--- src/rtl/flp_pkg.sv ---
package flp_pkg;
  typedef enum logic [1:0] {
    ST_IDLE  = 2'd0,
    ST_BURST = 2'd1,
    ST_GAP   = 2'd2
  } flp_state_e;
endpackage

--- src/rtl/flp_slot_timer.sv ---
module flp_slot_timer #(
  parameter int SLOT_CYCLES = 6250,
  parameter int POSITIONS   = 33,
  parameter int CNT_W       = $clog2(SLOT_CYCLES),
  parameter int POS_W       = $clog2(POSITIONS)
) (
  input  logic             clk,
  input  logic             rst_n,
  input  logic             en,
  output logic [CNT_W-1:0] slot_cnt,
  output logic [POS_W-1:0] pos_idx,
  output logic             burst_end
);
  localparam logic [CNT_W-1:0] SLOT_LAST = CNT_W'(SLOT_CYCLES - 1);
  localparam logic [POS_W-1:0] POS_LAST  = POS_W'(POSITIONS - 1);

  logic [CNT_W-1:0] cnt_q, cnt_d;
  logic [POS_W-1:0] pos_q, pos_d;
  logic             slot_end;

  assign slot_end = (cnt_q == SLOT_LAST);

  always_comb begin
    cnt_d = cnt_q;
    pos_d = pos_q;
    if (!en) begin
      cnt_d = '0;
      pos_d = '0;
    end else if (slot_end) begin
      cnt_d = '0;
      pos_d = pos_q + 1'b1;
    end else begin
      cnt_d = cnt_q + 1'b1;
    end
  end

  always_ff @(posedge clk or negedge rst_n) begin
    if (!rst_n) begin
      cnt_q <= '0;
      pos_q <= '0;
    end else begin
      cnt_q <= cnt_d;
      pos_q <= pos_d;
    end
  end

  assign slot_cnt  = cnt_q;
  assign pos_idx   = pos_q;
  assign burst_end = en && slot_end && (pos_q == POS_LAST);
endmodule

--- src/rtl/flp_pulse_shaper.sv ---
module flp_pulse_shaper #(
  parameter int PAGE_W       = 16,
  parameter int PULSE_CYCLES = 10,
  parameter int POSITIONS    = 2 * PAGE_W + 1,
  parameter int CNT_W        = 13,
  parameter int POS_W        = $clog2(POSITIONS)
) (
  input  logic              en,
  input  logic [PAGE_W-1:0] page,
  input  logic [CNT_W-1:0]  slot_cnt,
  input  logic [POS_W-1:0]  pos_idx,
  output logic              pulse
);
  localparam logic [CNT_W-1:0] WIDTH_LIM = CNT_W'(PULSE_CYCLES);

  logic [POSITIONS-1:0] pos_map;
  logic                 in_window;

  for (genvar p = 0; p < POSITIONS; p++) begin : g_map
    if ((p % 2) == 0) begin : g_clk
      assign pos_map[p] = 1'b1;
    end else begin : g_dat
      assign pos_map[p] = page[p / 2];
    end
  end

  assign in_window = (slot_cnt < WIDTH_LIM);
  assign pulse     = en && in_window && pos_map[pos_idx];
endmodule

--- src/rtl/flp_burst_ctrl.sv ---
module flp_burst_ctrl
  import flp_pkg::*;
#(
  parameter int PAGE_W = 16,
  parameter int GAP_W  = 21
) (
  input  logic              clk,
  input  logic              rst_n,
  input  logic              start,
  input  logic [PAGE_W-1:0] page_in,
  input  logic              repeat_en,
  input  logic [GAP_W-1:0]  gap_in,
  input  logic              burst_end,
  output logic [PAGE_W-1:0] page,
  output logic              burst_en,
  output logic              busy,
  output logic              done
);
  flp_state_e        state_q, state_d;
  logic [PAGE_W-1:0] page_q;
  logic [GAP_W-1:0]  gap_q;
  logic [GAP_W-1:0]  epoch_q, epoch_d;
  logic              done_q, done_d;
  logic              cap_en;
  logic [GAP_W:0]    epoch_nx;
  logic [GAP_W-1:0]  epoch_inc;
  logic              gap_reached;

  assign cap_en      = (state_q == ST_IDLE) && start;
  assign epoch_nx    = {1'b0, epoch_q} + {{GAP_W{1'b0}}, 1'b1};
  assign epoch_inc   = epoch_nx[GAP_W] ? epoch_q : epoch_nx[GAP_W-1:0];
  assign gap_reached = (epoch_nx >= {1'b0, gap_q});

  always_comb begin
    state_d = state_q;
    epoch_d = epoch_q;
    case (state_q)
      ST_IDLE: begin
        if (start) begin
          state_d = ST_BURST;
          epoch_d = '0;
        end
      end
      ST_BURST: begin
        epoch_d = epoch_inc;
        if (burst_end) state_d = repeat_en ? ST_GAP : ST_IDLE;
      end
      ST_GAP: begin
        if (!repeat_en) begin
          state_d = ST_IDLE;
        end else if (gap_reached) begin
          state_d = ST_BURST;
          epoch_d = '0;
        end else begin
          epoch_d = epoch_inc;
        end
      end
      default: state_d = ST_IDLE;
    endcase
    done_d = (state_q == ST_BURST) && burst_end;
  end

  always_ff @(posedge clk or negedge rst_n) begin
    if (!rst_n) begin
      state_q <= ST_IDLE;
      epoch_q <= '0;
      done_q  <= 1'b0;
    end else begin
      state_q <= state_d;
      epoch_q <= epoch_d;
      done_q  <= done_d;
    end
  end

  always_ff @(posedge clk or negedge rst_n) begin
    if (!rst_n) begin
      page_q <= '0;
      gap_q  <= '0;
    end else if (cap_en) begin
      page_q <= page_in;
      gap_q  <= gap_in;
    end
  end

  assign page     = page_q;
  assign burst_en = (state_q == ST_BURST);
  assign busy     = (state_q != ST_IDLE);
  assign done     = done_q;
endmodule

--- src/rtl/flp_burst_tx.sv ---
module flp_burst_tx #(
  parameter int PAGE_W       = 16,
  parameter int SLOT_CYCLES  = 6250,
  parameter int PULSE_CYCLES = 10,
  parameter int GAP_W        = 21
) (
  input  logic              clk,
  input  logic              rst_n,
  input  logic              start,
  input  logic [PAGE_W-1:0] page_in,
  input  logic              repeat_en,
  input  logic [GAP_W-1:0]  gap_cycles,
  output logic              pulse_out,
  output logic              busy,
  output logic              done
);
  localparam int POSITIONS = 2 * PAGE_W + 1;
  localparam int CNT_W     = $clog2(SLOT_CYCLES);
  localparam int POS_W     = $clog2(POSITIONS);

  logic [1:0]        rst_sync;
  logic              rst_n_s;
  logic [PAGE_W-1:0] page;
  logic              burst_en;
  logic              burst_end;
  logic [CNT_W-1:0]  slot_cnt;
  logic [POS_W-1:0]  pos_idx;

  always_ff @(posedge clk or negedge rst_n) begin
    if (!rst_n) rst_sync <= 2'b00;
    else        rst_sync <= {rst_sync[0], 1'b1};
  end
  assign rst_n_s = rst_sync[1];

  flp_burst_ctrl #(
    .PAGE_W(PAGE_W),
    .GAP_W (GAP_W)
  ) u_ctrl (
    .clk      (clk),
    .rst_n    (rst_n_s),
    .start    (start),
    .page_in  (page_in),
    .repeat_en(repeat_en),
    .gap_in   (gap_cycles),
    .burst_end(burst_end),
    .page     (page),
    .burst_en (burst_en),
    .busy     (busy),
    .done     (done)
  );

  flp_slot_timer #(
    .SLOT_CYCLES(SLOT_CYCLES),
    .POSITIONS  (POSITIONS),
    .CNT_W      (CNT_W),
    .POS_W      (POS_W)
  ) u_timer (
    .clk      (clk),
    .rst_n    (rst_n_s),
    .en       (burst_en),
    .slot_cnt (slot_cnt),
    .pos_idx  (pos_idx),
    .burst_end(burst_end)
  );

  flp_pulse_shaper #(
    .PAGE_W      (PAGE_W),
    .PULSE_CYCLES(PULSE_CYCLES),
    .POSITIONS   (POSITIONS),
    .CNT_W       (CNT_W),
    .POS_W       (POS_W)
  ) u_shaper (
    .en      (burst_en),
    .page    (page),
    .slot_cnt(slot_cnt),
    .pos_idx (pos_idx),
    .pulse   (pulse_out)
  );
endmodule

--- config.mk ---
export PLATFORM = sky130hd
export DESIGN_NAME = flp_burst_tx
export DESIGN_NICKNAME = d
export VERILOG_FILES = /design/src/rtl/flp_pkg.sv /design/src/rtl/flp_slot_timer.sv /design/src/rtl/flp_pulse_shaper.sv /design/src/rtl/flp_burst_ctrl.sv /design/src/rtl/flp_burst_tx.sv
export SDC_FILE = /design/constraint.sdc
export NUM_CORES = 1
export LEC_CHECK = 0
export ABC_AREA = 1
export BUFFER_PORTS_ARGS = -buffer_cell sky130_fd_sc_hd__buf_4
export CORE_MARGIN = 1
export CORE_UTILIZATION = 40
export DETAILED_ROUTE_END_ITERATION = 8
export REMOVE_ABC_BUFFERS = 1
export SLEW_MARGIN = 25
export SYNTH_ARGS = -nofsm -noshare
export SYNTH_HDL_FRONTEND = slang
export SYNTH_SLANG_ARGS = --single-unit
--- constraint.sdc ---
create_clock -name clk -period 3.2 [get_ports clk]
set_clock_uncertainty 0.15 [all_clocks]
set_input_delay 0.32 -clock clk [delete_from_list [all_inputs] [get_ports clk]]
set_output_delay 0.32 -clock clk [all_outputs]
set_load 0.03 [all_outputs]
=== Word level (Yosys, flattened, before mapping) ===
Index checks and enable logic that the tools add are counted.

* Register bits: 82
* Output and inout bits: 3
* Logic and storage cells: 51

* Add/sub/neg operators: 3
* Magnitude comparators: 3
* Eq/ne operators: 9
* Multiplexer cells: 17
* Reduce and logical (&&, ||, !) cells: 11

{| class="wikitable"
|+ Operators with widths
! operator !! count
|-
| 21-bit 2-to-1 mux || 4
|-
| 21-bit case mux with 3 select lines || 1
|-
| 13-bit 2-to-1 mux || 2
|-
| 21-bit by 1-bit adder with 22-bit output (second input constant) || 1
|-
| 22-bit by 21-bit >= comparator with 1-bit output || 1
|-
| 13-bit by 1-bit adder with 13-bit output (second input constant) || 1
|-
| 13-bit == test (second input constant) || 1
|-
| 13-bit by 4-bit < comparator with 1-bit output (second input constant) || 1
|-
| 6-bit 2-to-1 mux || 2
|-
| 2-bit 2-to-1 mux || 5
|-
| 6-bit by 7-bit < comparator with 1-bit output (second input constant) || 1
|-
| 6-bit by 1-bit adder with 6-bit output (second input constant) || 1
|-
| 1-bit binary-select mux with 6-bit select || 1
|-
| 6-bit == test (second input constant) || 1
|-
| 1-bit logical AND || 6
|-
| 2-bit case mux with 3 select lines || 1
|-
| 3-bit AND reduction || 2
|-
| 2-bit by 1-bit != test with 1-bit output (second input constant) || 2
|-
| 2-bit != test (second input constant) || 2
|-
| 3-bit by 2-bit != test with 1-bit output (second input constant) || 1
|-
| 3-bit nonzero test || 1
|-
| 2-bit by 1-bit == test with 1-bit output (second input constant) || 1
|-
| 2-bit == test (second input constant) || 1
|-
| 2-bit zero test || 1
|-
| other kinds (2) || 2
|}

=== Longest topological paths before layout ===
Gate-level depths: netlist of run 1.

* Depth in word-level cells: 5
* Gate-level depth with buffers: 20
* Mapped depth without buffers: 19

=== Cells and area by module ===
From an unflattened synthesis of run 1, not the netlist that was laid out.

* Cells, all modules: 690
* Area, all modules: 5138.7 um^2

{| class="wikitable"
|+ Modules (own cells, without submodules)
! module !! times used !! cells an instance !! area each (um^2) !! seq. area each (um^2)
|-
| flp_burst_ctrl || 1 || 473 || 3644.7 || 1526.5
|-
| flp_slot_timer || 1 || 165 || 1211.2 || 475.5
|-
| flp_pulse_shaper || 1 || 49 || 229.0 || 0.0
|-
| flp_burst_tx || 1 || 3 || 53.8 || 50.0
|}

=== Least setup slack after synthesis of run 1 ===
OpenSTA, ideal clock, no wires.

* Path type: register -> register
* Start: reg u_ctrl.epoch_q[0]
* End: reg u_ctrl.epoch_q[0]
* Setup time: 116 ps
* Data arrival time: 2382 ps
* Slack: 551 ps
* Cell stages (with the launch flop): 19
* Path through: dfrtp_1 > inv_1 > nor2_2 > nand2_1 > nor2_1 > nand3_1 > xor2_1 > inv_1 > ha_1 > nand3_1 > nor2_1 > nand3_1 > nor2_2 > nor2_4 > nand3_2 > nand2_4 > buf_8 > nand2_2 > nand2_1

* Cells in the longest elaborated chain, start to end: 5

{| class="wikitable"
|+ Ends and longest elaborated chain
! what !! line !! source
|-
| start, declared || flp_burst_ctrl.sv:22 || <nowiki>logic [GAP_W-1:0] epoch_q, epoch_d;</nowiki>
|-
| start signal, assigned || flp_burst_ctrl.sv:70 || <nowiki>epoch_q <= epoch_d;</nowiki>
|-
| 21-bit by 1-bit adder with 22-bit output || flp_burst_ctrl.sv:30 || <nowiki>assign epoch_nx = {1'b0, epoch_q} + {{GAP_W{1'b0}}, 1'b1};</nowiki>
|-
| 22-bit by 21-bit >= comparator with 1-bit output / 21-bit 2-to-1 mux (equally long branches) || flp_burst_ctrl.sv:32, flp_burst_ctrl.sv:31 ||
|-
| 21-bit 2-to-1 mux || flp_burst_ctrl.sv:51 || <nowiki>end else if (gap_reached) begin</nowiki>
|-
| 21-bit 2-to-1 mux || flp_burst_ctrl.sv:49 || <nowiki>if (!repeat_en) begin</nowiki>
|-
| 21-bit case mux with 3 select lines * || flp_burst_ctrl.sv:37 || <nowiki>case (state_q)</nowiki>
|}

Mark *: on every way between the ends. The rest lies on a longest branch, timed or not. The select of a mux whose other input is x is not followed.
A chain may end at the register's enable or synchronous reset.

=== Worst setup path in the final report of run 1 ===
* Start: reg u_ctrl.epoch_q[6]
* End: reg u_ctrl.epoch_q[6]

Same word-level chain as after synthesis.

==> metrics.log, run 1 <==
INFO  metric synth_seq_area_share = 42.0%
INFO  metric hold-path-endpoint = u_ctrl.page[9]$_DFFE_PN0P_
INFO  metric dp_worst_setup_slack = -0.126 ns
INFO  metric grt_overflow_total = 0
INFO  metric floorplan.initialDensity = 40.9%
INFO  metric report.power.total = 3.84 mW
INFO  metric core.rowCount = 40
INFO  metric synth-seq-cells = 82
INFO  metric synth_top_area_share = 42.0%
INFO  metric most-common-layout-cells = sky130_fd_sc_hd__nand2_1 (133), sky130_fd_sc_hd__nor2_1 (84), sky130_fd_sc_hd__dfrtp_1 (80)
INFO  metric hold_start = page_in[9]
INFO  metric cts_max_level = 3
INFO  metric synthesis.yosys.warnings = 0
INFO  metric cts_sinks = 82
INFO  metric regToRegStartpoint = u_ctrl.epoch_q[6]$_DFFE_PN0P_
INFO  metric first_global_vias = 4141
INFO  metric timing_worst_slew_pin_value = 0.788 ns
INFO  metric max_freq = 330 MHz
INFO  metric place.detailed.instances = 800
INFO  metric final.period_utilization = 94.7%
INFO  metric worst_ep_required_time = 3.32 ns
INFO  metric largest_driver_fanout_on_the_critical_path = 5
INFO  metric cts_made_buffers = 9
INFO  metric most_common_library_cell_in_the_layout_ignoring_fill_and_taps = sky130_fd_sc_hd__nand2_1
INFO  metric critPathLaunchType = flip-flop
INFO  metric worst_setup_hold_path_clk_slew = 0.06 ns
INFO  metric synth.largest_area_cell = sky130_fd_sc_hd__dfrtp_1
INFO  metric status = finished clean
INFO  metric pin_count = 44
INFO  metric dieArea = 12700 um^2
INFO  metric synth_async_sr_flop_share = 100%
INFO  metric drt_iter0_markers = 176
INFO  metric die_width = 113 um
INFO  metric fin_cells = 826
INFO  metric routedWlPerCell = 13.5 um
INFO  metric worstHoldPathCells = 2
INFO  metric tns = 0 ns
INFO  metric global_route_wire_length_before_repair = 18600 um
INFO  metric hold_viol_final = 0
INFO  metric io_buffers = 43
INFO  metric finalMaxSlewViolations = 0
INFO  metric layout_setup_ws = 0.171 ns
INFO  metric timing.reg2reg.setup_slack = 0.17 ns
INFO  metric critical_path.endpoint_type = flip-flop
INFO  metric timing.critical_path.arrival = 3.14 ns
INFO  metric core_area = 12000 um^2
INFO  metric synth_enable_flop_cells = 0
INFO  metric p_leak = 2.99 nW
INFO  metric synth_area_leaders = sky130_fd_sc_hd__dfrtp_1 (42%), sky130_fd_sc_hd__nand2_1 (10%), sky130_fd_sc_hd__ha_1 (7.9%)
INFO  metric instance_count_of_the_mapped_netlist = 619
INFO  metric maxCapViolCount = 0
INFO  metric crit_path_start = u_ctrl.epoch_q[6]$_DFFE_PN0P_
INFO  metric post-route-drc-count = 0
INFO  metric timing_worst_setup_path_type = flip-flop to flip-flop
INFO  metric synth.lib_cells_used.distinct = 34
INFO  metric regToRegEndpoint = u_ctrl.epoch_q[6]$_DFFE_PN0P_
INFO  metric p_per_area = 655 nW/um^2
INFO  metric count_of_nets_left_with_antenna_violations_after_detail_routing = 0
INFO  metric tritoncts = yes
INFO  metric synth_flop_cell = sky130_fd_sc_hd__dfrtp_1
INFO  metric grt_use_total = 18.4%
INFO  metric postLayoutCoreUtil = 49.0%
INFO  metric timing.slew.headroom = 47.3%
INFO  metric worst_r2r_path_depth = 17
INFO  metric detailedPlacementHpwl = 7850 um
INFO  metric nets = 747
INFO  metric layout_min_cycle_time = 3.03 ns
INFO  metric area.growth.synth_to_final = 19.9%
INFO  metric final_layout_size_suffix_gt1_share = 20.8%
INFO  metric dr_total_vias = 4101
INFO  metric firstDrtPassIters = 4
INFO  metric postRouteWirelength = 11100 um
INFO  metric max_rail_drop_vdd = 0.345 mV
INFO  metric clock_tree.buffer_depth = 2
INFO  metric synthesis.area = 4890 um^2
INFO  metric post_synth.cell_area_avg = 7.90 um^2
INFO  metric grt_start_max_net_pins = 44
INFO  metric setup_viol = 0
INFO  metric die_y = 113 um
INFO  metric antenna_found_initial = 0
INFO  metric num_antenna_cells = 0
INFO  metric cts-root-buf = sky130_fd_sc_hd__clkbuf_16
INFO  metric gpl.final_weighted_congestion = 0.817
INFO  metric viasPerCell = 4.96
INFO  metric min-delay-path-class = input port to flip-flop
INFO  metric clock_insertion_delay_worst_skew = 0.34 ns
## through the flow
stage               cell area [um^2]  hold slack [ns]
floorplan                       4790           -0.126
global placement                5350          -0.0469
detailed placement              5370          -0.0460
CTS                             5710           0.0566
global route                    5860           0.0565
finish                          5860           0.0644
## worst max-delay path: stages (launching register included)
cell                      delay [ns]
sky130_fd_sc_hd__dfrtp_1        0.40
sky130_fd_sc_hd__nand2_1        0.12
sky130_fd_sc_hd__nor2_2         0.13
sky130_fd_sc_hd__nand2_2        0.10
sky130_fd_sc_hd__nor2_4         0.14
sky130_fd_sc_hd__nand3_1        0.10
sky130_fd_sc_hd__xor2_1         0.17
sky130_fd_sc_hd__inv_1          0.07
sky130_fd_sc_hd__ha_1           0.29
sky130_fd_sc_hd__a21oi_1        0.19
sky130_fd_sc_hd__o21ai_1        0.12
sky130_fd_sc_hd__nor2_1         0.19
sky130_fd_sc_hd__nand2_1        0.14
sky130_fd_sc_hd__nand2_2        0.13
sky130_fd_sc_hd__nand3_4        0.20
sky130_fd_sc_hd__nand2_4        0.19
sky130_fd_sc_hd__nand2_2        0.05
sky130_fd_sc_hd__nand2_1        0.06
## flip-flops by register name (all words and copies together) (netlist names)
signal,flops
u_ctrl.state_q,2
u_timer.pos_idx,6
u_ctrl.epoch_q,21
u_ctrl.gap_q,21
u_ctrl.done,1
u_timer.slot_cnt,13
u_ctrl.page,16
rst_sync,2
## power breakdown
part	internal [mW]	switching (mW)	leakage (nW)	total (mW)
combinational	0.475	0.811	1.80	1.29
sequential	1.30	0.137	1.03	1.43
clock	0.702	0.416	0.152	1.12
## layout make-up
type	instances	area (um^2)
timing repair buffer	57	443
fill	1171	6100
inverter	77	289
sequential	82	2060
multi-input combinational	448	2570
clock buffer	11	243
tap	147	184
clock inverter	4	76.3
## worst max-delay path by stage
stage / end / slack (ns) / cells past startpoint
floorplan: u_ctrl.epoch_q[3]$_DFFE_PN0P_ / 0.52 / 16
global placement: u_ctrl.epoch_q[3]$_DFFE_PN0P_ / -0.08 / 17
detailed placement: u_ctrl.epoch_q[3]$_DFFE_PN0P_ / -0.13 / 17
CTS: u_ctrl.epoch_q[6]$_DFFE_PN0P_ / 0.03 / 17
global route: u_ctrl.epoch_q[16]$_DFFE_PN0P_ / -0.03 / 17
finish: u_ctrl.epoch_q[6]$_DFFE_PN0P_ / 0.17 / 17
## synthesized netlist by cell type (3+ instances only)
library cell and instances:
sky130_fd_sc_hd__a21oi_1 44, sky130_fd_sc_hd__clkbuf_1 10, sky130_fd_sc_hd__dfrtp_1 82, sky130_fd_sc_hd__ha_1 31, sky130_fd_sc_hd__inv_1 75, sky130_fd_sc_hd__mux2_2 17
sky130_fd_sc_hd__nand2_1 136, sky130_fd_sc_hd__nand2_2 26, sky130_fd_sc_hd__nand3_1 38, sky130_fd_sc_hd__nand4_1 5, sky130_fd_sc_hd__nor2_1 87, sky130_fd_sc_hd__nor2_4 3
sky130_fd_sc_hd__nor3_1 10, sky130_fd_sc_hd__nor4_1 3, sky130_fd_sc_hd__o21ai_0 14, sky130_fd_sc_hd__o21bai_1 3, sky130_fd_sc_hd__xnor2_1 7, sky130_fd_sc_hd__xor2_1 8
## routing by layer
| metal | vias to the layer above | global-route usage [%] | wire length [um] |
|---|---|---|---|
| li1 | 2079 | - | - |
| met1 | 1921 | 21.9 | 4920 |
| met2 | 88 | 33.3 | 5650 |
| met3 | 13 | 3.89 | 429 |
| met4 | 0 | 5.51 | 131 |
| met5 | - | 0 | 0 |
## logic make-up after synthesis
logic type      count (synthesis)  share of synthesized area (%)
xor+xnor                       15                           2.69
mux                            17                           3.91
buf+inv                        92                           7.86
flops                          82                           42.0
fa+ha+maj                      31                           7.93
other cells                     1                         0.0767
simple gates                  315                           28.4
compound gates                 66                           7.16
## repair_timing
| action | 4_1_cts | 5_1_grt |
|---|---|---|
| gates resized for setup | 2 | 18 |
| endpoints found under the hold margin | 2 | 0 |
| hold buffers | 1 | 0 |
| pin swaps | 0 | 8 |
| cloned | 0 | 3 |
| buffers inserted | 0 | 7 |
| setup endpoints to repair | 21 | 23 |
No activity file was read; power rests on OpenSTA's default activity.
==> inputs of run 2 (changes only) <==
--- a/config.mk
+++ b/config.mk
@@ -8,7 +8,7 @@
 export ABC_AREA = 1
 export BUFFER_PORTS_ARGS = -buffer_cell sky130_fd_sc_hd__buf_4
 export CORE_MARGIN = 1
-export CORE_UTILIZATION = 40
+export CORE_UTILIZATION = 41
 export DETAILED_ROUTE_END_ITERATION = 8
 export REMOVE_ABC_BUFFERS = 1
 export SLEW_MARGIN = 25
==> metrics.log, run 2 (synthesis results as in run 1) <==
INFO  metric dr_wl_met3 = 399 um (was 429 um)
INFO  metric setup_viol = 0 (unchanged)
INFO  metric crit_path_cell_trace = nand2_1 -> nor2_2 -> nand2_2 -> nor2_4 -> nand3_1 -> xor2_1 -> inv_1 -> ha_1 -> a21oi_1 -> o21ai_0 -> nor2_1 -> nand2_1 -> nand2_1 -> nand3_4 -> nand2_8 -> nand2_2 -> nand2_1 (was nand2_1 -> nor2_2 -> nand2_2 -> nor2_4 -> nand3_1 -> xor2_1 -> inv_1 -> ha_1 -> a21oi_1 -> o21ai_1 -> nor2_1 -> nand2_1 -> nand2_2 -> nand3_4 -> nand2_4 -> nand2_2 -> nand2_1)
INFO  metric dieArea = 12400 um^2 (was 12700 um^2)
INFO  metric global_route_wire_length_before_repair = 18700 um (was 18600 um)
INFO  metric num_antenna_cells = 0 (unchanged)
INFO  metric status = finished, violations left (was finished clean)
INFO  metric timing.slew.headroom = 49.8% (was 47.3%)
INFO  metric fillerInstances = 1140 (was 1171)
INFO  metric timing.critical_path.arrival = 3.08 ns (was 3.14 ns)
INFO  metric detailedPlacementHpwl = 7680 um (was 7850 um)
INFO  metric core.rowCount = 39 (was 40)
INFO  metric gpl.final_weighted_congestion = 0.831 (was 0.817)
INFO  metric die_width = 111 um (was 113 um)
INFO  metric finalMaxSlewViolations = 0 (unchanged)
INFO  metric cts-root-buf = sky130_fd_sc_hd__clkbuf_16 (unchanged)
INFO  metric final_layout_size_suffix_gt1_share = 19.5% (was 20.8%)
INFO  metric drt_iter0_markers = 191 (was 176)
INFO  metric routed_length_on_met2 = 5400 um (was 5650 um)
INFO  metric grt_overflow_total = 0 (unchanged)
INFO  metric timing_worst_slew_pin_value = 0.751 ns (was 0.788 ns)
INFO  metric fin_cells = 816 (was 826)
INFO  metric worst_setup_hold_path_clk_slew = 0.06 ns (about the same)
INFO  metric timing.critical_path.buf_inv = 1 (unchanged)
INFO  metric highest-signal-layer = met4 (unchanged)
INFO  metric nets = 741 (was 747)
INFO  metric layout_min_cycle_time = 2.95 ns (was 3.03 ns)
INFO  metric place.detailed.instances = 794 (was 800)
INFO  metric clock_insertion_delay_worst_skew = 0.35 ns (was 0.34 ns)
INFO  metric power.share.combinational = 34.3% (was 33.5%)
INFO  metric multi_input_comb_area = 2550 um^2 (was 2570 um^2)
INFO  metric worst_ep_required_time = 3.33 ns (was 3.32 ns)
INFO  metric setup_repair_after_global_routing_missed_its_margin = no
INFO  metric switching_share = 36.6% (was 35.5%)
INFO  metric critical-path-max-stage-delay = 0.43 ns (was 0.40 ns)
INFO  metric p_per_area = 634 nW/um^2 (was 655 nW/um^2)
INFO  metric power_switching = 1.33 mW (was 1.36 mW)
INFO  metric io_buffers = 43 (unchanged)
INFO  metric hold_viol_final = 0 (unchanged)
INFO  metric dp_worst_setup_slack = -0.0809 ns (was -0.126 ns)
INFO  metric min-delay-path-class = input port to flip-flop (unchanged)
INFO  metric count_of_nets_left_with_antenna_violations_after_detail_routing = 0 (unchanged)
INFO  metric violations = DRC
INFO  metric cts_max_level = 3 (unchanged)
INFO  metric dr_total_vias = 4040 (was 4101)
INFO  metric share_clk_of_total_power = 26.4% (was 29.1%)
INFO  metric firstDrtPassIters = 6 (was 4)
INFO  metric layout_setup_ws = 0.250 ns (was 0.171 ns)
INFO  metric first_global_vias = 4026 (was 4141)
INFO  metric cts_made_buffers = 9 (unchanged)
INFO  metric wl_met1 = 4790 um (was 4920 um)
INFO  metric most-common-layout-cells = sky130_fd_sc_hd__nand2_1 (134), sky130_fd_sc_hd__nor2_1 (83), sky130_fd_sc_hd__dfrtp_1 (81) (was sky130_fd_sc_hd__nand2_1 (133), sky130_fd_sc_hd__nor2_1 (84), sky130_fd_sc_hd__dfrtp_1 (80))
INFO  metric critPathLaunchType = flip-flop (unchanged)
INFO  metric cts_sinks = 82 (unchanged)
INFO  metric die_y = 111 um (was 113 um)
INFO  metric routedWlPerCell = 13.1 um (was 13.5 um)
INFO  metric grt_use_total = 18.9% (was 18.4%)
INFO  metric postRouteWirelength = 10700 um (was 11100 um)
INFO  metric max_rail_drop_vdd = 0.398 mV (was 0.345 mV)
INFO  metric pin_count = 44 (unchanged)
INFO  metric max_freq = 339 MHz (was 330 MHz)
INFO  metric power_report.internal_total = 2.31 mW (was 2.48 mW)
INFO  metric p_leak = 2.93 nW (was 2.99 nW)
INFO  metric viasPerCell = 4.95 (was 4.96)
INFO  metric final.period_utilization = 92.2% (was 94.7%)
INFO  metric timing_worst_setup_path_type = flip-flop to flip-flop (unchanged)
INFO  metric post-route-drc-count = 4 (was 0)
INFO  metric area.growth.synth_to_final = 17.6% (was 19.9%)
INFO  metric grt_start_max_net_pins = 46 (was 44)
INFO  metric floorplan.initialDensity = 42.5% (was 40.9%)
INFO  metric core_area = 11500 um^2 (was 12000 um^2)
INFO  metric clock_tree.buffer_depth = 2 (unchanged)
INFO  metric critical_path.endpoint_type = flip-flop (unchanged)
INFO  metric maxCapViolCount = 0 (unchanged)
INFO  metric slowest_stage = sky130_fd_sc_hd__dfrtp_1 (unchanged)
INFO  metric power.sequential.fraction = 39.3% (was 37.4%)
INFO  metric worst_path_dominant_cell_family = simple AND/OR/NAND/NOR gates (unchanged)
INFO  metric antenna_found_initial = 0 (unchanged)
INFO  metric report.power.total = 3.64 mW (was 3.84 mW)
INFO  metric crit_path_frequent_cell = sky130_fd_sc_hd__nand2_1
INFO  metric tritoncts = yes (unchanged)
INFO  metric most_common_library_cell_in_the_layout_ignoring_fill_and_taps = sky130_fd_sc_hd__nand2_1 (unchanged)
INFO  metric postLayoutCoreUtil = 49.9% (was 49.0%)
INFO  metric sequential_cell_area = 2060 um^2 (about the same)
INFO  metric largest_driver_fanout_on_the_critical_path = 10 (was 5)
[run 2: cell count changes in the layout (fill, tap and decap cells not counted), moves of 2 or more]
cell                        previous run  this run
sky130_fd_sc_hd__buf_4                55        50
sky130_fd_sc_hd__bufinv_16             2         0
sky130_fd_sc_hd__nand3_1              35        37
sky130_fd_sc_hd__nand3_2               3         1
[run 2: cell type report]
cell class              count  area share (%)
clock inverters             4           0.501
inverters                  77            5.03
clock buffers              11            4.22
well taps                 143            3.11
multi-input cells         447            44.3
repair buffers             52            7.05
flip-flops and latches     82            35.8
[run 2: power groups by stage]
stage / Clock (mW) / Combinational, mW / Sequential, mW
floorplan: 0 / 0.857 / 1.41
global placement: 0 / 1.13 / 1.45
detailed placement: 0 / 1.18 / 1.45
CTS: 1.00 / 1.20 / 1.43
global route: 1.03 / 1.43 / 1.46
finish: 0.962 / 1.25 / 1.43
[run 2: path summary, 6_finish.rpt]
check,from,endpoint,slack [ns],cells past startpoint
max reg2reg,u_ctrl.epoch_q[5]$_DFFE_PN0P_,u_ctrl.epoch_q[5]$_DFFE_PN0P_,0.25,17
min reg2reg,rst_sync[1]$_DFF_PN0_,u_ctrl.gap_q[17]$_DFFE_PN0P_,0.20,0
min in group asynchronous,rst_n,rst_sync[1]$_DFF_PN0_,0.14,2
min,gap_cycles[0],u_ctrl.gap_q[0]$_DFFE_PN0P_,0.05,2
max,u_ctrl.epoch_q[5]$_DFFE_PN0P_,u_ctrl.epoch_q[5]$_DFFE_PN0P_,0.25,17
max in group asynchronous,rst_sync[1]$_DFF_PN0_,u_ctrl.gap_q[5]$_DFFE_PN0P_,2.09,1
[run 2: routing by layer]
layer  vias to the layer above  GRT usage, %
met2                        68          32.8
met1                      1891          22.7
met5                         -             0
li1                       2069             -
met4                         0          5.50
met3                        12          5.41
[run 2: metrics by stage]
stage	setup TNS, ns	cell area (um^2)	hold slack (ns)
floorplan	0	4790	-0.126
global placement	-0.445	5330	-0.0462
detailed placement	-1.23	5350	-0.0466
CTS	0	5640	0.0380
global route	0	5750	0.0487
finish	0	5750	0.0532
[run 2: timing repair]
action | 4_1_cts | 5_1_grt
gates cloned | 0 | 2
gates resized for setup | 2 | 13
pin swaps | 0 | 6
endpoints found under the hold margin | 2 | 0
hold buffers | 1 | 0
setup endpoints to repair | 21 | 23
buffers inserted | 0 | 4
==> inputs of run 3 (changes only) <==
--- a/config.mk
+++ b/config.mk
@@ -5,7 +5,7 @@
 export SDC_FILE = /design/constraint.sdc
 export NUM_CORES = 1
 export LEC_CHECK = 0
-export ABC_AREA = 1
+export ABC_AREA = 0
 export BUFFER_PORTS_ARGS = -buffer_cell sky130_fd_sc_hd__buf_4
 export CORE_MARGIN = 1
 export CORE_UTILIZATION = 41
==> metrics.log, run 3 <==
INFO  metric crit_path_cell_trace = ha_2 -> nand3_4 -> nor4_2 -> buf_4 -> nand4_1 -> xnor2_1 -> ha_1 -> nand4_1 -> nor4_1 -> buf_4 -> nand2_2 -> and3_4 -> a31o_1 -> mux2_4 (was nand2_1 -> nor2_2 -> nand2_2 -> nor2_4 -> nand3_1 -> xor2_1 -> inv_1 -> ha_1 -> a21oi_1 -> o21ai_0 -> nor2_1 -> nand2_1 -> nand2_1 -> nand3_4 -> nand2_8 -> nand2_2 -> nand2_1)
INFO  metric clock_insertion_delay_worst_skew = 0.35 ns (about the same)
INFO  metric synth_flop_cell = sky130_fd_sc_hd__dfrtp_1 (unchanged)
INFO  metric num_antenna_cells = 0 (unchanged)
INFO  metric power_report.internal_total = 2.68 mW (was 2.31 mW)
INFO  metric synth_area_leaders = sky130_fd_sc_hd__dfrtp_1 (44%), sky130_fd_sc_hd__mux2_2 (9.0%), sky130_fd_sc_hd__ha_1 (8.4%) (was sky130_fd_sc_hd__dfrtp_1 (42%), sky130_fd_sc_hd__nand2_1 (10%), sky130_fd_sc_hd__ha_1 (7.9%))
INFO  metric share_clk_of_total_power = 27.8% (was 26.4%)
INFO  metric placement.cell_area = 5330 um^2 (was 5350 um^2)
INFO  metric firstDrtPassIters = 4 (was 6)
INFO  metric timing_worst_slew_pin_value = 0.506 ns (was 0.751 ns)
INFO  metric p_leak = 2.77 nW (was 2.93 nW)
INFO  metric largest_driver_fanout_on_the_critical_path = 4 (was 10)
INFO  metric final.period_utilization = 101% (was 92.2%)
INFO  metric clock_tree.buffer_depth = 2 (unchanged)
INFO  metric cts-root-buf = sky130_fd_sc_hd__clkbuf_16 (unchanged)
INFO  metric setup_viol = 8 (was 0)
INFO  metric most_frequent_cell_after_synthesis = sky130_fd_sc_hd__dfrtp_1 (was sky130_fd_sc_hd__nand2_1)
INFO  metric final_layout_size_suffix_gt1_share = 31.7% (was 19.5%)
INFO  metric timing.slew.headroom = 66.2% (was 49.8%)
INFO  metric hold_viol_final = 0 (unchanged)
INFO  metric core.rowCount = 38 (was 39)
INFO  metric synth_seq_area_share = 44.3% (was 42.0%)
INFO  metric power.share.combinational = 35.7% (was 34.3%)
INFO  metric fin_cells = 666 (was 816)
INFO  metric post_synth.cell_area_avg = 10.4 um^2 (was 7.90 um^2)
INFO  metric grt_use_total = 18.9% (about the same)
INFO  metric routedWlPerCell = 15.8 um (was 13.1 um)
INFO  metric dp_worst_setup_slack = -0.0466 ns (was -0.0809 ns)
INFO  metric gpl.final_weighted_congestion = 0.825 (was 0.831)
INFO  metric place.detailed.instances = 643 (was 794)
INFO  metric finalMaxSlewViolations = 0 (unchanged)
INFO  metric worst_ep_required_time = 3.28 ns (was 3.33 ns)
INFO  metric grt_overflow_total = 0 (unchanged)
INFO  metric fin_worst_hold_slack = 0.0501 ns (was 0.0532 ns)
INFO  metric drt_iter0_markers = 152 (was 191)
INFO  metric detailedPlacementHpwl = 7300 um (was 7680 um)
INFO  metric max_rail_drop_vdd = 0.421 mV (was 0.398 mV)
INFO  metric maxCapViolCount = 0 (unchanged)
INFO  metric layout_min_cycle_time = 3.23 ns (was 2.95 ns)
INFO  metric cts_made_buffers = 9 (unchanged)
INFO  metric core_area = 10900 um^2 (was 11500 um^2)
INFO  metric slowest_stage = sky130_fd_sc_hd__dfrtp_1 (unchanged)
INFO  metric post-route-drc-count = 0 (was 4)
INFO  metric worst_setup_hold_path_clk_slew = 0.07 ns (was 0.06 ns)
INFO  metric dr_total_vias = 3563 (was 4040)
INFO  metric antenna_found_initial = 0 (unchanged)
INFO  metric synthesis.area = 4640 um^2 (was 4890 um^2)
INFO  metric synthesis.yosys.warnings = 0 (unchanged)
INFO  metric max_freq = 310 MHz (was 339 MHz)
INFO  metric floorplan.initialDensity = 42.4% (was 42.5%)
INFO  metric pin_count = 44 (unchanged)
INFO  metric hold_start = gap_cycles[19] (was gap_cycles[0])
INFO  metric tritoncts = yes (unchanged)
INFO  metric area.growth.synth_to_final = 26.8% (was 17.6%)
INFO  metric synth_top_area_share = 44.3% (was 42.0%)
INFO  metric nets = 593 (was 741)
INFO  metric die_y = 108 um (was 111 um)
INFO  metric cts_max_level = 3 (unchanged)
INFO  metric stdcell_area = 5880 um^2 (was 5750 um^2)
INFO  metric synth_commonest_cells = sky130_fd_sc_hd__dfrtp_1 (82), sky130_fd_sc_hd__mux2_2 (37), sky130_fd_sc_hd__nor2_1 (33) (was sky130_fd_sc_hd__nand2_1 (136), sky130_fd_sc_hd__nor2_1 (87), sky130_fd_sc_hd__dfrtp_1 (82))
INFO  metric postLayoutCoreUtil = 53.8% (was 49.9%)
INFO  metric most_common_library_cell_in_the_layout_ignoring_fill_and_taps = sky130_fd_sc_hd__dfrtp_1 (was sky130_fd_sc_hd__nand2_1)
INFO  metric timing.critical_path.arrival = 3.31 ns (was 3.08 ns)
INFO  metric postRouteWirelength = 10600 um (was 10700 um)
INFO  metric regToRegStartpoint = u_ctrl.epoch_q[0]$_DFFE_PN0P_ (was u_ctrl.epoch_q[5]$_DFFE_PN0P_)
INFO  metric status = finished, violations left (unchanged)
INFO  metric global_route_wire_length_before_repair = 16800 um (was 18700 um)
INFO  metric layout_setup_ws = -0.0262 ns (was 0.250 ns)
INFO  metric violations = setup timing (was DRC)
INFO  metric synth_async_sr_flop_share = 100% (unchanged)
INFO  metric synth.lib_cells_used.distinct = 50 (was 34)
INFO  metric critical_path.endpoint_type = flip-flop (unchanged)
INFO  metric min-delay-path-class = input port to flip-flop (unchanged)
INFO  metric critPathLaunchType = flip-flop (unchanged)
INFO  metric synth-seq-cells = 82 (unchanged)
INFO  metric tns = -0.0691 ns (was 0 ns)
INFO  metric synth.largest_area_cell = sky130_fd_sc_hd__dfrtp_1 (unchanged)
INFO  metric synth_enable_flop_cells = 0 (unchanged)
INFO  metric crit_path_start = u_ctrl.epoch_q[0]$_DFFE_PN0P_ (was u_ctrl.epoch_q[5]$_DFFE_PN0P_)
INFO  metric cts_sinks = 82 (unchanged)
INFO  metric timing_worst_setup_path_type = flip-flop to flip-flop (unchanged)
INFO  metric grt_start_max_net_pins = 81 (was 46)
INFO  metric first_global_vias = 3585 (was 4026)
INFO  metric power.sequential.fraction = 36.5% (was 39.3%)
INFO  metric setup_repair_after_global_routing_missed_its_margin = yes (was no)
INFO  metric die_width = 108 um (was 111 um)
INFO  metric count_of_nets_left_with_antenna_violations_after_detail_routing = 0 (unchanged)
INFO  metric instance_count_of_the_mapped_netlist = 444 (was 619)
INFO  metric p_per_area = 687 nW/um^2 (was 634 nW/um^2)
INFO  metric switching_share = 33.7% (was 36.6%)
INFO  metric report.power.total = 4.04 mW (was 3.64 mW)
INFO  metric dieArea = 11700 um^2 (was 12400 um^2)
INFO  metric power_switching = 1.36 mW (was 1.33 mW)
INFO  metric io_buffers = 43 (unchanged)
INFO  metric critical-path-max-stage-delay = 0.37 ns (was 0.43 ns)
INFO  metric most-common-layout-cells = sky130_fd_sc_hd__dfrtp_1 (78), sky130_fd_sc_hd__buf_4 (76), sky130_fd_sc_hd__mux2_2 (37) (was sky130_fd_sc_hd__nand2_1 (134), sky130_fd_sc_hd__nor2_1 (83), sky130_fd_sc_hd__dfrtp_1 (81))
INFO  metric viasPerCell = 5.35 (was 4.95)
[run 3: cell count changes after synthesis, sizes merged, moves of 5 or more]
cell    before  now
a21oi       44   25
xor2         8   14
mux4         0    5
nand3       40   24
inv         76   29
a311oi       0    9
nand2      163   32
and3         0   13
nor2        92   33
xnor2        7   20
mux2        17   38
[run 3: cell families (layout without fill, tap and decap cells)]
group                      count (synthesis)  count (layout)  share of synthesized area [%]
and+or+nand+nor                          139             139                           15.4
DFF                                       82              82                           44.3
AOI/OAI and AO/OA                         69              69                           9.85
buffers and inverters                     45             127                           3.89
muxes                                     43              43                           11.7
xor gates and xnor gates                  34              34                           6.42
adders and majority gates                 31              31                           8.36
other                                      1               1                         0.0809
[run 3: worst paths after layout]
path / slack, ns / end / depth (start not counted)
worst max-delay path: -0.03 / u_ctrl.state_q[0]$_DFFE_PN0P_ / 14
worst min-delay path: 0.05 / u_ctrl.gap_q[19]$_DFFE_PN0P_ / 2
worst max register to register: -0.03 / u_ctrl.state_q[0]$_DFFE_PN0P_ / 14
worst min register to register: 0.16 / u_ctrl.gap_q[19]$_DFFE_PN0P_ / 0
max in group asynchronous: 2.11 / u_ctrl.epoch_q[2]$_DFFE_PN0P_ / 1
min in group asynchronous: 0.15 / rst_sync[1]$_DFF_PN0_ / 2
[run 3: power groups by stage]
stage / sequential [mW] / combinational, mW / clock (mW)
3_5_place_dp: 1.51 / 1.31 / 0
5_1_grt: 1.51 / 1.58 / 1.19
6_report: 1.47 / 1.44 / 1.12
4_1_cts: 1.48 / 1.32 / 1.14
2_1_floorplan: 1.45 / 0.913 / 0
3_3_place_gp: 1.49 / 1.29 / 0
[run 3: timing repair]
| item | 4_1_cts | 5_1_grt |
|---|---|---|
| hold buffers | 1 | 0 |
| resized for setup | 3 | 24 |
| endpoints found under the setup margin | 8 | 23 |
| hold endpoints to repair | 2 | 0 |
| setup buffers | 1 | 3 |
| cloned | 0 | 1 |
| pin swaps | 2 | 14 |
[run 3: final cells by class]
| cell class | count | area (um^2) |
|---|---|---|
| clock buffer | 10 | 229 |
| sequential | 82 | 2060 |
| multi-input combinational | 317 | 2540 |
| inverter | 29 | 109 |
| clock inverter | 6 | 91.3 |
| timing repair buffer | 82 | 677 |
| fill | 983 | 5050 |
| tap | 140 | 175 |
[run 3: critical path, delay by kind of cell, from the launching register on]
kind / cells / cell delay, ns
buffers and inverters: 2 / 0.34
xor gates and xnor gates: 1 / 0.17
DFF: 1 / 0.37
AOI/OAI and AO/OA: 1 / 0.20
muxes: 1 / 0.30
adders and majority gates: 2 / 0.51
and+or+nand+nor: 7 / 1.05
[run 3: layer usage]
metal	global-route usage, %	vias to the layer above	part of all wire, %
met5	0	-	0
met1	23.6	1765	44
li1	-	1723	-
met3	2.83	15	3.0
met4	9.46	0	2.2
met2	31.7	60	51
